==> config.mk <==
export PLATFORM = sky130hd
export DESIGN_NAME = bltSlave
export DESIGN_NICKNAME = d
export VERILOG_FILES = /design/src/rtl/bltPkg.sv /design/src/rtl/bltSync.sv /design/src/rtl/bltDatapath.sv /design/src/rtl/bltControl.sv /design/src/rtl/bltSlave.sv
export SDC_FILE = /design/constraint.sdc
export NUM_CORES = 2
export LEC_CHECK = 0
export BUFFER_PORTS_ARGS = -buffer_cell sky130_fd_sc_hd__buf_2
export CAP_MARGIN = 20
export CELL_PAD_IN_SITES_DETAIL_PLACEMENT = 0
export CELL_PAD_IN_SITES_GLOBAL_PLACEMENT = 2
export CORE_ASPECT_RATIO = 0.8
export CORE_MARGIN = 2
export CORE_UTILIZATION = 48
export CTS_BUF_LIST = sky130_fd_sc_hd__clkbuf_4 sky130_fd_sc_hd__clkbuf_8
export DETAILED_ROUTE_END_ITERATION = 8
export PLACE_DENSITY = 0.85
export RECOVER_POWER = 50
export SLEW_MARGIN = 10
export SYNTH_ARGS = -nofsm -noshare
export SYNTH_HDL_FRONTEND = slang
export SYNTH_SLANG_ARGS = --single-unit
==> constraint.sdc <==
create_clock -name clk -period 2.8 [get_ports clk]
set_clock_uncertainty 0.1 [all_clocks]
set_input_delay 0 -clock clk [delete_from_list [all_inputs] [get_ports clk]]
set_output_delay 0 -clock clk [all_outputs]
set_load 0.1 [all_outputs]
==> src/rtl/bltPkg.sv <==
package bltPkg;
  localparam logic [5:0] AM_BLT32 = 6'h0F;
  localparam logic [5:0] AM_SGL32 = 6'h09;
  localparam logic [5:0] AM_CFG   = 6'h2F;

  // strobes from the control to the datapath
  typedef struct packed {
    logic latchAddr;
    logic memWrite;
    logic cfgWrite;
    logic loadRead;
    logic advance;
  } ctlStrobe_t;

  // qualifiers from the datapath to the control
  typedef struct packed {
    logic dataHit;
    logic cfgHit;
    logic crossed;
    logic isWrite;
  } dpStatus_t;

  typedef enum logic [2:0] {
    ST_IDLE, ST_WAIT, ST_ACCESS, ST_DRIVE, ST_ACK, ST_ERR, ST_SKIP
  } ctlState_t;
endpackage

==> src/rtl/bltSync.sv <==
module bltSync #(
  parameter int WIDTH = 1,
  parameter int STAGES = 2,
  parameter logic [WIDTH-1:0] RESET_VAL = '1
) (
  input  logic             clk,
  input  logic             rstN,
  input  logic [WIDTH-1:0] din,
  output logic [WIDTH-1:0] dout
);
  logic [WIDTH-1:0] stage [STAGES];

  always_ff @(posedge clk or negedge rstN) begin
    if (!rstN) begin
      for (int i = 0; i < STAGES; i++) stage[i] <= RESET_VAL;
    end else begin
      stage[0] <= din;
      for (int i = 1; i < STAGES; i++) stage[i] <= stage[i-1];
    end
  end

  assign dout = stage[STAGES-1];
endmodule

==> src/rtl/bltDatapath.sv <==
module bltDatapath import bltPkg::*; #(
  parameter int DATA_W = 32,
  parameter int ADDR_W = 32,
  parameter int WORD_BITS = 6,
  parameter logic [ADDR_W-1:0] BASE_ADDR = 32'h6400_0000,
  parameter logic [ADDR_W-1:0] CFG_ADDR = 32'h0007_FFF8,
  parameter int ENABLE_BIT = 4
) (
  input  logic              clk,
  input  logic              rstN,
  input  ctlStrobe_t        ctl,
  input  logic [ADDR_W-1:0] addr,
  input  logic [5:0]        amCode,
  input  logic              lwordS,
  input  logic              writeS,
  input  logic [DATA_W-1:0] dataIn,
  output dpStatus_t         status,
  output logic [DATA_W-1:0] rdData
);
  localparam int DEPTH = 1 << WORD_BITS;
  localparam int WIN_LSB = WORD_BITS + 2;
  localparam logic [WORD_BITS-1:0] LAST_WORD = '1;

  logic [DATA_W-1:0] mem [DEPTH];
  logic [WORD_BITS-1:0] wordIdx;
  logic [5:0] amReg;
  logic winHit, alignOk, longReg, writeReg, cfgMatch, wrapped, enableReg;
  logic amOk;
  logic [DATA_W-1:0] cfgWord;

  // address phase: captured once per address strobe
  always_ff @(posedge clk or negedge rstN) begin
    if (!rstN) begin
      wordIdx  <= '0;
      amReg    <= '0;
      winHit   <= 1'b0;
      alignOk  <= 1'b0;
      longReg  <= 1'b0;
      writeReg <= 1'b0;
      cfgMatch <= 1'b0;
      wrapped  <= 1'b0;
    end else if (ctl.latchAddr) begin
      wordIdx  <= addr[WIN_LSB-1:2];
      amReg    <= amCode;
      winHit   <= addr[ADDR_W-1:WIN_LSB] == BASE_ADDR[ADDR_W-1:WIN_LSB];
      alignOk  <= addr[1:0] == 2'b00;
      longReg  <= !lwordS;
      writeReg <= !writeS;
      cfgMatch <= (amCode == AM_CFG) && (addr == CFG_ADDR);
      wrapped  <= 1'b0;
    end else if (ctl.advance && amReg == AM_BLT32) begin
      wordIdx <= wordIdx + 1'b1;
      if (wordIdx == LAST_WORD) wrapped <= 1'b1;
    end
  end

  always_ff @(posedge clk or negedge rstN) begin
    if (!rstN) begin
      for (int i = 0; i < DEPTH; i++) mem[i] <= '0;
    end else if (ctl.memWrite) begin
      mem[wordIdx] <= dataIn;
    end
  end

  always_ff @(posedge clk or negedge rstN) begin
    if (!rstN) enableReg <= 1'b0;
    else if (ctl.cfgWrite) enableReg <= dataIn[ENABLE_BIT];
  end

  always_comb begin
    cfgWord = '0;
    cfgWord[ENABLE_BIT] = enableReg;
  end

  always_ff @(posedge clk or negedge rstN) begin
    if (!rstN) rdData <= '0;
    else if (ctl.loadRead) rdData <= cfgMatch ? cfgWord : mem[wordIdx];
  end

  assign amOk = (amReg == AM_BLT32) || (amReg == AM_SGL32);
  assign status.dataHit = enableReg && winHit && amOk && longReg && alignOk;
  assign status.cfgHit  = cfgMatch;
  assign status.crossed = wrapped;
  assign status.isWrite = writeReg;

  // the word index moves only on an address capture or a beat advance
  assert_index_hold_R5: assert property (@(posedge clk) disable iff (!rstN)
    (!ctl.latchAddr && !ctl.advance) |=> $stable(wordIdx));
  // single-cycle beats never step the index
  assert_single_no_step_R6: assert property (@(posedge clk) disable iff (!rstN)
    (!ctl.latchAddr && ctl.advance && amReg == AM_SGL32) |=> $stable(wordIdx));
  // memory is written only when the block is enabled
  assert_write_needs_enable_R2: assert property (@(posedge clk) disable iff (!rstN)
    ctl.memWrite |-> enableReg);
endmodule

==> src/rtl/bltControl.sv <==
module bltControl import bltPkg::*; (
  input  logic       clk,
  input  logic       rstN,
  input  logic       asS,
  input  logic [1:0] dsS,
  input  dpStatus_t  status,
  output ctlStrobe_t ctl,
  output logic       ackOe,
  output logic       ackN,
  output logic       berr,
  output logic       dataOe
);
  ctlState_t state, nextState;
  logic asLow, dsAllLow, dsAllHigh, anyHit;

  assign asLow     = !asS;
  assign dsAllLow  = dsS == 2'b00;
  assign dsAllHigh = dsS == 2'b11;
  assign anyHit    = status.dataHit || status.cfgHit;

  always_ff @(posedge clk or negedge rstN) begin
    if (!rstN) state <= ST_IDLE;
    else state <= nextState;
  end

  always_comb begin
    nextState = state;
    ctl = '0;
    unique case (state)
      ST_IDLE: if (asLow) begin
        ctl.latchAddr = 1'b1;
        nextState = ST_WAIT;
      end
      ST_WAIT: begin
        if (!asLow) nextState = ST_IDLE;
        else if (dsAllLow) begin
          if (!anyHit) nextState = ST_SKIP;
          else if (status.dataHit && status.crossed) nextState = ST_ERR;
          else nextState = ST_ACCESS;
        end
      end
      ST_ACCESS: begin
        ctl.memWrite = status.isWrite && status.dataHit;
        ctl.cfgWrite = status.isWrite && status.cfgHit;
        ctl.loadRead = !status.isWrite;
        nextState = status.isWrite ? ST_ACK : ST_DRIVE;
      end
      ST_DRIVE: nextState = ST_ACK;
      ST_ACK: if (dsAllHigh) begin
        ctl.advance = 1'b1;
        nextState = asLow ? ST_WAIT : ST_IDLE;
      end
      ST_ERR, ST_SKIP: if (dsAllHigh) nextState = asLow ? ST_WAIT : ST_IDLE;
      default: nextState = ST_IDLE;
    endcase
  end

  assign ackOe  = state == ST_ACK;
  assign ackN   = state != ST_ACK;
  assign berr   = state == ST_ERR;
  assign dataOe = (state == ST_DRIVE) || (state == ST_ACK && !status.isWrite);

  // acknowledge released one cycle after the strobes are seen high
  assert_ack_release_R3: assert property (@(posedge clk) disable iff (!rstN)
    (ackOe && dsAllHigh) |=> !ackOe);
  // acknowledge and bus error are exclusive
  assert_ack_berr_excl_R4: assert property (@(posedge clk) disable iff (!rstN)
    !(ackOe && berr));
  // bus error only after the window has been crossed
  assert_berr_crossed_R10: assert property (@(posedge clk) disable iff (!rstN)
    berr |-> (status.crossed && status.dataHit));
  // acknowledge only for a decoded cycle
  assert_ack_needs_hit_R8: assert property (@(posedge clk) disable iff (!rstN)
    ackOe |-> anyHit);
  // read data is driven a cycle before the acknowledge
  assert_data_before_ack_R11: assert property (@(posedge clk) disable iff (!rstN)
    ($rose(ackOe) && !status.isWrite) |-> $past(dataOe));
endmodule

==> src/rtl/bltSlave.sv <==
module bltSlave import bltPkg::*; #(
  parameter int DATA_W = 32,
  parameter int ADDR_W = 32,
  parameter int WORD_BITS = 6,
  parameter logic [ADDR_W-1:0] BASE_ADDR = 32'h6400_0000,
  parameter logic [ADDR_W-1:0] CFG_ADDR = 32'h0007_FFF8,
  parameter int ENABLE_BIT = 4
) (
  input  logic              clk,
  input  logic              rstN,
  input  logic              asN,
  input  logic [1:0]        dsN,
  input  logic              lwordN,
  input  logic              writeN,
  input  logic [5:0]        amCode,
  input  logic [ADDR_W-1:0] addr,
  input  logic [DATA_W-1:0] dataIn,
  output logic [DATA_W-1:0] dataOut,
  output logic              dataOe,
  output logic              ackN,
  output logic              ackOe,
  output logic              berr
);
  localparam int SYNC_W = 5;

  logic [SYNC_W-1:0] syncOut;
  logic asS, lwordS, writeS;
  logic [1:0] dsS;
  ctlStrobe_t ctl;
  dpStatus_t status;

  bltSync #(.WIDTH(SYNC_W), .STAGES(2), .RESET_VAL('1)) uSync (
    .clk(clk), .rstN(rstN),
    .din({asN, dsN, lwordN, writeN}),
    .dout(syncOut)
  );
  assign {asS, dsS, lwordS, writeS} = syncOut;

  bltControl uCtl (
    .clk(clk), .rstN(rstN), .asS(asS), .dsS(dsS), .status(status),
    .ctl(ctl), .ackOe(ackOe), .ackN(ackN), .berr(berr), .dataOe(dataOe)
  );

  bltDatapath #(
    .DATA_W(DATA_W), .ADDR_W(ADDR_W), .WORD_BITS(WORD_BITS),
    .BASE_ADDR(BASE_ADDR), .CFG_ADDR(CFG_ADDR), .ENABLE_BIT(ENABLE_BIT)
  ) uDp (
    .clk(clk), .rstN(rstN), .ctl(ctl), .addr(addr), .amCode(amCode),
    .lwordS(lwordS), .writeS(writeS), .dataIn(dataIn),
    .status(status), .rdData(dataOut)
  );
endmodule

==> results_dict.tcl <==
set metrics [dict create \
    die_y_um 404 \
    status "finished with violations" \
    io_pins 113 \
    post_route_cells_drive_above_1_share_pct 50.9 \
    antenna_found_initial 20 \
    violations "max-capacitance violations, max-slew violations, negative setup slack" \
    area_growth_pct 17.4 \
    drc_errors 0 \
    portBuffers 112 \
    cts_max_level 5 \
    cts_buffer_depth 4 \
    routed_wl_um 364000 \
    power_switching_uw 36500 \
    design_area_um2 113000 \
    async_flop_share_pct 100 \
    netlist_instances 6805 \
    synth-seq-cells 2112 \
    worstSetupPathType "register to register" \
    r2r_slack_ns -0.04 \
    syn-mean-instance-area_um2 14.1 \
    dpl.hpwl_um 225000 \
    fillers 15882 \
    yosysWarnings 0 \
    yosysUniqueCellTypes 75 \
    clockPowerShare_pct 29.0 \
    r2r-end "uDp.mem[1257]" \
    ant_nets 0 \
    cts-root-buf "clkbuf_8" \
    ir_worst_vdd_mv 0.768 \
    hp-class "input pin to register" \
    maxCapViolCount 1 \
    overflow 0 \
    setup_slack_ns -0.0422 \
    cts_tree "done" \
    grt_max_degree 147 \
    dieWidth_um 504 \
    die-area_um2 204000 \
    rows 146 \
    crit_path_start_kind "register" \
    ys.flop_type "dfrtp_1" \
    cp.required_ns 3.60 \
    initial_core_util_pct 48.4 \
    synth_top_area_cell "dfrtp_1" \
    synth_edf_count 0 \
    synth.most_common_cell "mux2_2" \
    finalSetupViolCount 33 \
    synthTopCellsByArea "dfrtp_1 (55%), mux2_2 (26%), mux4_2 (3.7%)" \
    syn_area_um2 96100 \
    clock_latency_ns 1.08 \
    synth_commonest_cells "mux2_2 (2,198), dfrtp_1 (2,102), clkbuf_1 (311)" \
    vias_per_cell 6.62 \
    fin_nets 7387 \
    drtIter0Drc 8734 \
    relSlewSlack_pct -5.82 \
    leakagePower_uw 0.0490 \
    ys_seq_area_share_pct 55.0 \
    routedWlPerCell_um 35.6 \
    hold_viol 0 \
    tns_ns -0.522 \
    worst_pin_slew_ns 1.59 \
    yosysTopAreaCellShare_pct 54.7 \
    pre_cts_ws_ns -0.245 \
    vias 67678 \
    path_max_fanout 10 \
    clk_pin_slew_ns 0.06 \
    post_dp_cell_area_um2 104000 \
    end_kind "register" \
    reg2reg_depth 9 \
    core_um2 199000 \
    cts_inserted_buffers 347 \
    p_per_area_nw_per_um2 872 \
    dr.pass1.iters 9 \
    fin_crit_sh_pct 102 \
    syn_nets 6883 \
    r2r-start "uDp.wordIdx[0]" \
    utilization_pct 56.9 \
    power_frac_seq_pct 33.9 \
    cts_sinks 2112 \
    p_comb_share_pct 37.1 \
    crit_end "uDp.mem[1257]" \
    slew_violations 5 \
    critPathLaunch "uDp.wordIdx[0]" \
    period_minus_slack_ns 2.84 \
    grt_pass1_wl_um 512000 \
    max_freq_ghz 0.352 \
    gp_congestion 0.894 \
    arrival_ns 3.65 \
    first_global_vias 67331 \
    gr-usage-all-layers_pct 35.2 \
    internal_power_uw 62000 \
    switching_share_pct 37.1 \
]
==> per-stage QoR <==
step | instances | power (uW) | hold slack, ns
final | 10218 | 98500 | 0.0230
after global routing | 10212 | 101000 | 0.000390
after CTS | 10188 | 97400 | 0.00476
after detailed placement | 9498 | 68900 | -0.191
after global placement | 9498 | 68600 | -0.193
after floorplan | 6805 | 51800 | -0.396
==> critical path, cell delays in order, from the launching register on <==
cell	delay, ns
dfrtp_4	0.58
buf_2	0.21
buf_4	0.15
or2_2	0.37
buf_12	0.20
nor3_4	0.16
buf_4	0.20
nand2_2	0.13
buf_4	0.26
mux2_2	0.31
==> what timing repair did <==
action / 4_1_cts / 5_1_grt
setup buffers: 3 / 8
hold buffers: 102 / 4
cloned: 0 / 3
hold endpoints to repair: 4181 / 36
setup endpoints to repair: 8 / 94
resized for setup: 9 / 25
pin swaps: 0 / 3
==> registers in the layout (all words and copies together), names as in the netlist, 3 cells and up <==
register	flops
uDp.mem	2048
uDp.rdData	32
uDp.amReg	6
uDp.wordIdx	6
uSync.dout	5
uSync.stage	5
uCtl.state	3
==> power by group through the flow <==
stage	clock network, uW	logic (uW)	registers (uW)
3_3_place_gp	0	34800	33800
4_1_cts	28700	35300	33300
3_5_place_dp	0	35000	33900
6_report	28600	36600	33400
2_1_floorplan	0	17200	34600
5_1_grt	30200	37400	33500
==> layer usage <==
metal	part of all wire, %	global-route usage (%)
met3	12	10.9
met1	41	49.5
met2	42	50.2
met5	0.016	0
met4	4.9	15.3
==> layout by cell type, fill, tap and decap left out, types with 79 or more instances in the layout <==
master	n
mux4_2	157
mux2i_1	216
nand2_1	128
dfrtp_1	2099
a22oi_1	149
o21ai_0	98
buf_12	215
buf_2	109
clkbuf_8	435
a221oi_1	208
mux2_2	2198
o22ai_1	107
nor2_1	79
clkbuf_4	121
dlygate4sd3_1	104
buf_4	392
a21oi_1	137
==> cells by family after synthesis <==
| group | count (synthesis) | synth area share, % |
|---|---|---|
| fa+ha+maj | 1 | 0.0130 |
| xor+xnor | 2 | 0.0182 |
| compound gates | 958 | 7.23 |
| buf+inv | 725 | 3.81 |
| simple gates | 418 | 2.08 |
| flops | 2112 | 55.0 |
| mux | 2589 | 31.9 |
==> how the worst min path moves through the flow <==
| stage | from | endpoint | slack (ns) | cells past startpoint |
|---|---|---|---|---|
| floorplan | rstN | uCtl.state[0] | -0.40 | 0 |
| global placement | rstN | uDp.mem[5] | -0.19 | 1 |
| detailed placement | rstN | uDp.mem[5] | -0.19 | 1 |
| CTS | dataIn[22] | uDp.mem[150] | 0.005 | 3 |
| global route | dataIn[31] | uDp.mem[543] | 0.0004 | 3 |
| finish | dataIn[30] | uDp.mem[990] | 0.02 | 3 |
==> cell type report <==
cell class / instances / area [um^2] / share of cell area [%]
clock inverter: 40 / 377 / 0.334
timing repair buffer: 872 / 9370 / 8.29
sequential: 2112 / 52900 / 46.8
inverter: 8 / 41.3 / 0.0366
multi-input combinational: 3968 / 40100 / 35.5
antenna: 9 / 22.5 / 0.0199
tap: 2664 / 3330 / 2.95
clock buffer: 545 / 6810 / 6.03
No activity file was read; power rests on OpenSTA's default activity.
